File: config.mk
export PLATFORM = sky130hd
export DESIGN_NAME = accCpuCore
export DESIGN_NICKNAME = d
export VERILOG_FILES = /design/src/rtl/accCpuPkg.sv /design/src/rtl/accCpuAlu.sv /design/src/rtl/accCpuCtrl.sv /design/src/rtl/accCpuDatapath.sv /design/src/rtl/accCpuCore.sv
export SDC_FILE = /design/constraint.sdc
export NUM_CORES = 1
export LEC_CHECK = 0
export ABC_AREA = 1
export BUFFER_PORTS_ARGS = -buffer_cell sky130_fd_sc_hd__buf_2
export CAP_MARGIN = 20
export CORE_MARGIN = 1
export CORE_UTILIZATION = 39
export DETAILED_ROUTE_END_ITERATION = 12
export GPL_ROUTABILITY_DRIVEN = 0
export HOLD_SLACK_MARGIN = 0.08
export SETUP_SLACK_MARGIN = 0.2
export SYNTH_ARGS = -nofsm -noshare
export SYNTH_HDL_FRONTEND = slang
export SYNTH_SLANG_ARGS = --single-unit
File: constraint.sdc
create_clock -name clk -period 3.3 [get_ports clk]
set_clock_uncertainty 0.1 [all_clocks]
set_input_delay 0.495 -clock clk [delete_from_list [all_inputs] [get_ports clk]]
set_output_delay 0.495 -clock clk [all_outputs]
set_load 0.005 [all_outputs]
File: src/rtl/accCpuPkg.sv
package accCpuPkg;
  localparam int DATA_W    = 8;
  localparam int ADDR_W    = 4;
  localparam int OPC_W     = DATA_W - ADDR_W;
  localparam int MEM_DEPTH = 1 << ADDR_W;

  typedef enum logic [1:0] {
    ST_FETCH  = 2'b00,
    ST_DECODE = 2'b01,
    ST_EXEC   = 2'b10
  } cpuState_e;

  typedef enum logic [OPC_W-1:0] {
    OP_LDA = 4'h0,
    OP_ADD = 4'h1,
    OP_SUB = 4'h2,
    OP_AND = 4'h3,
    OP_OR  = 4'h4,
    OP_XOR = 4'h5,
    OP_JMP = 4'h6,
    OP_JZ  = 4'h7,
    OP_HLT = 4'hF
  } opcode_e;

  typedef enum logic [2:0] {
    ALU_PASS,
    ALU_ADD,
    ALU_SUB,
    ALU_AND,
    ALU_OR,
    ALU_XOR
  } aluOp_e;

  // strobes from the controller to the datapath
  typedef struct packed {
    logic   ldMar;   // MAR <= PC
    logic   incPc;   // PC  <= PC + 1
    logic   ldIr;    // IR  <= mem, MAR <= operand
    logic   ldB;     // B   <= mem
    logic   ldAcc;   // ACC <= ALU result
    logic   ldOut;   // OUT <= ALU result
    logic   ldPc;    // PC  <= IR operand
    aluOp_e aluOp;
  } ctrlStrobe_t;
endpackage

File: src/rtl/accCpuAlu.sv
module accCpuAlu
  import accCpuPkg::*;
(
  input  aluOp_e              op,
  input  logic [DATA_W-1:0]   accIn,
  input  logic [DATA_W-1:0]   operand,
  output logic [DATA_W-1:0]   result
);
  always_comb begin
    unique case (op)
      ALU_ADD: result = accIn + operand;
      ALU_SUB: result = accIn - operand;
      ALU_AND: result = accIn & operand;
      ALU_OR:  result = accIn | operand;
      ALU_XOR: result = accIn ^ operand;
      default: result = operand;
    endcase
  end
endmodule

File: src/rtl/accCpuCtrl.sv
module accCpuCtrl
  import accCpuPkg::*;
(
  input  logic              clk,
  input  logic              rst,
  input  logic [OPC_W-1:0]  opcode,
  input  logic              zeroFlag,
  output ctrlStrobe_t       ctrl,
  output logic [1:0]        stateOut,
  output logic              halted
);
  cpuState_e stateQ;
  logic      haltQ;

  always_ff @(posedge clk) begin
    if (rst) begin
      stateQ <= ST_FETCH;
      haltQ  <= 1'b0;
    end else if (!haltQ) begin
      unique case (stateQ)
        ST_FETCH:  stateQ <= ST_DECODE;
        ST_DECODE: stateQ <= ST_EXEC;
        ST_EXEC: begin
          if (opcode_e'(opcode) == OP_HLT) haltQ  <= 1'b1;
          else                             stateQ <= ST_FETCH;
        end
        default:   stateQ <= ST_FETCH;
      endcase
    end
  end

  always_comb begin
    ctrl = '0;
    ctrl.aluOp = ALU_PASS;
    if (!haltQ) begin
      unique case (stateQ)
        ST_FETCH: begin
          ctrl.ldMar = 1'b1;
          ctrl.incPc = 1'b1;
        end
        ST_DECODE: ctrl.ldIr = 1'b1;
        ST_EXEC: begin
          case (opcode_e'(opcode))
            OP_LDA: begin
              ctrl.ldAcc = 1'b1;
              ctrl.ldOut = 1'b1;
            end
            OP_ADD, OP_SUB, OP_AND, OP_OR, OP_XOR: begin
              ctrl.ldB   = 1'b1;
              ctrl.ldAcc = 1'b1;
              ctrl.ldOut = 1'b1;
              unique case (opcode_e'(opcode))
                OP_ADD:  ctrl.aluOp = ALU_ADD;
                OP_SUB:  ctrl.aluOp = ALU_SUB;
                OP_AND:  ctrl.aluOp = ALU_AND;
                OP_OR:   ctrl.aluOp = ALU_OR;
                default: ctrl.aluOp = ALU_XOR;
              endcase
            end
            OP_JMP:  ctrl.ldPc = 1'b1;
            OP_JZ:   ctrl.ldPc = zeroFlag;
            default: ;
          endcase
        end
        default: ;
      endcase
    end
  end

  assign stateOut = stateQ;
  assign halted   = haltQ;
endmodule

File: src/rtl/accCpuDatapath.sv
module accCpuDatapath
  import accCpuPkg::*;
(
  input  logic              clk,
  input  logic              rst,
  input  ctrlStrobe_t       ctrl,
  input  logic              progWe,
  input  logic [ADDR_W-1:0] progAddr,
  input  logic [DATA_W-1:0] progData,
  output logic [OPC_W-1:0]  opcode,
  output logic              zeroFlag,
  output logic [DATA_W-1:0] dataOut,
  output logic [ADDR_W-1:0] pcOut,
  output logic [ADDR_W-1:0] marOut,
  output logic [DATA_W-1:0] irOut,
  output logic [DATA_W-1:0] accOut,
  output logic [DATA_W-1:0] bOut
);
  logic [DATA_W-1:0] mem [MEM_DEPTH];
  logic [ADDR_W-1:0] pcQ, marQ;
  logic [DATA_W-1:0] irQ, accQ, bQ, outQ;
  logic [DATA_W-1:0] memData, aluRes;

  // program loading is only accepted while the core is held in reset
  always_ff @(posedge clk) begin
    if (rst && progWe) mem[progAddr] <= progData;
  end

  assign memData = mem[marQ];

  accCpuAlu u_alu (
    .op      (ctrl.aluOp),
    .accIn   (accQ),
    .operand (memData),
    .result  (aluRes)
  );

  always_ff @(posedge clk) begin
    if (rst) begin
      pcQ  <= '0;
      marQ <= '0;
      irQ  <= '0;
      accQ <= '0;
      bQ   <= '0;
      outQ <= '0;
    end else begin
      if (ctrl.ldPc)       pcQ <= irQ[ADDR_W-1:0];
      else if (ctrl.incPc) pcQ <= pcQ + 1'b1;

      if (ctrl.ldMar)      marQ <= pcQ;
      else if (ctrl.ldIr)  marQ <= memData[ADDR_W-1:0];

      if (ctrl.ldIr)  irQ  <= memData;
      if (ctrl.ldB)   bQ   <= memData;
      if (ctrl.ldAcc) accQ <= aluRes;
      if (ctrl.ldOut) outQ <= aluRes;
    end
  end

  assign opcode   = irQ[DATA_W-1:ADDR_W];
  assign zeroFlag = (accQ == '0);
  assign dataOut  = outQ;
  assign pcOut    = pcQ;
  assign marOut   = marQ;
  assign irOut    = irQ;
  assign accOut   = accQ;
  assign bOut     = bQ;
endmodule

File: src/rtl/accCpuCore.sv
module accCpuCore
  import accCpuPkg::*;
(
  input  logic              clk,
  input  logic              rst,
  input  logic              progWe,
  input  logic [ADDR_W-1:0] progAddr,
  input  logic [DATA_W-1:0] progData,
  output logic [DATA_W-1:0] dataOut,
  output logic              halted,
  output logic [1:0]        dbgState,
  output logic [ADDR_W-1:0] dbgPc,
  output logic [ADDR_W-1:0] dbgMar,
  output logic [DATA_W-1:0] dbgIr,
  output logic [DATA_W-1:0] dbgAcc,
  output logic [DATA_W-1:0] dbgB,
  output logic              dbgZero
);
  ctrlStrobe_t      ctrl;
  logic [OPC_W-1:0] opcode;
  logic             zeroFlag;

  accCpuCtrl u_ctrl (
    .clk      (clk),
    .rst      (rst),
    .opcode   (opcode),
    .zeroFlag (zeroFlag),
    .ctrl     (ctrl),
    .stateOut (dbgState),
    .halted   (halted)
  );

  accCpuDatapath u_dp (
    .clk      (clk),
    .rst      (rst),
    .ctrl     (ctrl),
    .progWe   (progWe),
    .progAddr (progAddr),
    .progData (progData),
    .opcode   (opcode),
    .zeroFlag (zeroFlag),
    .dataOut  (dataOut),
    .pcOut    (dbgPc),
    .marOut   (dbgMar),
    .irOut    (dbgIr),
    .accOut   (dbgAcc),
    .bOut     (dbgB)
  );

  assign dbgZero = zeroFlag;
endmodule

==> results.md <==
* P per Cell Area at 590.3 nW/um^2
* Syn avg cell area at 9.421 sq um
* Post-synthesis sequential area ratio at 57.68%
* Yosys warning total at 0
* Synth top area share at 47.94%
* Reg clk slew, reported paths at 70 ps
* Crit path max fanout at 6
* FP Rows at 52
* Via Count at 5,996
* Crit share post-route at 100.4%
* Fill cells at 1,948
* Die width at 145.4 microns
* Most frequent cells in the layout: 206 x nand2_1, 128 x edfxtp_1, 119 x inv_1, 72 x nand3_1, 70 x nor2_1
* VDD IR max at 0.0003774 V
* Crit path kind: flip-flop to flip-flop
* Pre-CTS WS at -62.51 ps
* # port buffers at 58
* Inserted Diodes at 0
* Worst min path class: primary input to flip-flop
* Post-Syn Area at 8018 sq um
* All-Layer GR Usage at 19.53%
* Clock buffer count from CTS at 17
* Grt ovf at 0
* Clock root buffer: clkbuf_16
* Largest net degree at the start of global routing at 22
* # DRC at 0
* Placeable Area at 20,170 sq um
* Final setup vio count at 1
* First-pass GRT wire length at 31,440 microns
* Total power at 0.005597 W
* Antenna-violating nets left at 0
* DRT iter0 DRCs at 377
* Wire per inst at 16.03 microns
* Total Nets Final at 987
* Synth Register Bits at 167
* Longest Clk Path Bufs at 2
* Yosys top cell by area: edfxtp_1
* CP max stage delay at 380 ps
* Cell mode on critical path: nand2_1
* Worst-Skew Late Latency at 430 ps
* Die area at 21,140 sq um
* P&R area growth vs syn at 18.27%
* Asr flop ratio synth at 0%
* Htree depth at 4
* CTS tree: built
* Die height at 145.4 microns
* Min cycle time layout at 3312 ps
* Sink Count at 167
* Arrival time at the worst endpoint at 3550 ps
* Slew @ Worst Pin at 743.1 ps
* Slew Viols, Final at 0
* Mapped Cells at 851
* Area contributors post-synth: edfxtp_1 48%, dfxtp_1 9.7%, nand2_1 9.7%, inv_1 5.6%, nand3_1 4.9%
* Final Hold Fails at 0
* Status: finished with violations
* Worst EP required at 3530 ps
* Avg Vias per Cell at 4.887
* CP max stage cell: dfxtp_4
* Failing checks: negative setup slack
* Dpl cell area at 8798 sq um
* RSZ-0062 raised after global routing: yes
* Worst relative slew slack at 50.27%
* Post-synth net total at 893
* Max Fclk at 301.9 MHz
* Leakage at 4.186 nW
* Commonest non-fill, non-tap cell in the layout: nand2_1
* EDFF count, synth at 128
* # Max-Cap Violations at 0
* Vias in the first global route at 5,875
* Design area at 9483 sq um
* DPL Wire Length at 13,530 microns
* Routed WL at 19,670 microns
* Initial core utilization at 39.75%
* Initial DRT Pass Iterations at 5
* Crit. End Element: flip-flop
* Synth Flop Type: edfxtp_1
* Synth cell types at 40
* Worst Slack Setup Final at -11.83 ps
* Initial antenna violation count at 0
* IO Pins at 59
* Layout cells sized above 1 at 19.33%
* Critical Path Start Type: flip-flop
metal layers:
| metal | track usage [%] | routed length (microns) | up-vias | part of all wire (%) |
|---|---|---|---|---|
| met5 | 0 | 0 | - | 0 |
| met4 | 6.947 | 337 | 0 | 1.7 |
| met3 | 3.762 | 853 | 29 | 4.3 |
| met2 | 32.00 | 9436 | 160 | 48 |
| met1 | 25.86 | 9040 | 2819 | 46 |
| li1 | - | - | 2988 | - |
cells by family after synthesis:
group	synth area share, %
XOR/XNOR	0.7647
adder cells (fa/ha/maj)	4.307
buffers and inverters	9.285
flip-flops	57.68
AO/OA/AOI/OAI	7.382
AND/OR/NAND/NOR	20.58
final timing paths:
check                     from               to  slack (ps)  cells past startpoint
hold / removal     progData[0]  u_dp.mem[13][0]         370                      1
setup reg to reg     flip-flop   u_dp.accOut[5]         -10                     26
setup / recovery     flip-flop   u_dp.accOut[5]         -10                     26
hold reg to reg   u_dp.bOut[0]     u_dp.bOut[0]         390                      2
metrics by stage:
step | utilization (%) | std cells | hold WS [ps] | setup TNS [ps]
after floorplan | - | 851 | 374.1 | 0
after global placement | 43.62 | 1192 | 375.5 | -2.869
after detailed placement | 43.62 | 1192 | 383.0 | -106.4
after CTS | 46.82 | 1226 | 362.6 | 0
after global routing | 47.02 | 1227 | 381.0 | -607.0
final | 47.02 | 1227 | 373.3 | -11.83
cell type report:
| type | instances | area (sq um) | area share [%] |
|---|---|---|---|
| clock buffers | 18 | 429.2 | 4.526 |
| clock inverters | 13 | 145.1 | 1.531 |
| well taps | 270 | 337.8 | 3.562 |
| repair buffers | 114 | 745.7 | 7.864 |
| inverters | 125 | 479.2 | 5.053 |
| flip-flops and latches | 167 | 4628 | 48.81 |
| multi-input cells | 520 | 2718 | 28.66 |
cells in the mapped netlist (2+ instances only):
| cell | instances |
|---|---|
| buf_4 | 11 |
| o211ai_1 | 14 |
| nor3_1 | 3 |
| nand2_1 | 208 |
| inv_2 | 4 |
| a21oi_1 | 20 |
| or2_2 | 3 |
| a31oi_1 | 11 |
| o21ai_1 | 10 |
| nand4_1 | 2 |
| ha_1 | 26 |
| a21oi_2 | 2 |
| o22ai_1 | 2 |
| buf_6 | 9 |
| buf_2 | 14 |
| edfxtp_1 | 128 |
| clkbuf_1 | 5 |
| nand2_2 | 8 |
| nand3_2 | 4 |
| a221oi_1 | 3 |
| nor2_1 | 70 |
| xor2_1 | 7 |
| nand3b_1 | 3 |
| dfxtp_1 | 39 |
| inv_1 | 120 |
| o21ai_0 | 31 |
| nand2_4 | 3 |
| nand3_1 | 79 |
flip-flops by register name (all words and copies together) (netlist names), named ones only:
| name | count |
|---|---|
| u_dp.accOut | 8 |
| u_ctrl.stateOut | 2 |
| u_dp.pcOut | 4 |
| u_dp.bOut | 8 |
| u_dp.mem | 128 |
| u_dp.marOut | 4 |
| u_dp.irOut | 8 |
| u_ctrl.halted | 1 |
what timing repair did:
| action | in CTS | in global routing |
|---|---|---|
| pin swaps | 23 | 9 |
| setup endpoints to repair | 3 | 4 |
| buffers inserted | 3 | 1 |
| resized for setup | 16 | 8 |
| hold buffers | 0 | 0 |
power breakdown:
part,switching (W),internal (W)
clock network,0.000854,0.00112
logic,0.000748,0.000492
registers,0.0000565,0.00232
worst max-delay path: cells and delay by family (launching register included):
| kind | cells | cell delay, ps |
|---|---|---|
| simple gates | 13 | 1130 |
| compound gates | 5 | 520 |
| buf+inv | 5 | 480 |
| fa+ha+maj | 2 | 460 |
| flops | 1 | 380 |
| xor+xnor | 1 | 140 |
(Power assumes the default switching activity.)
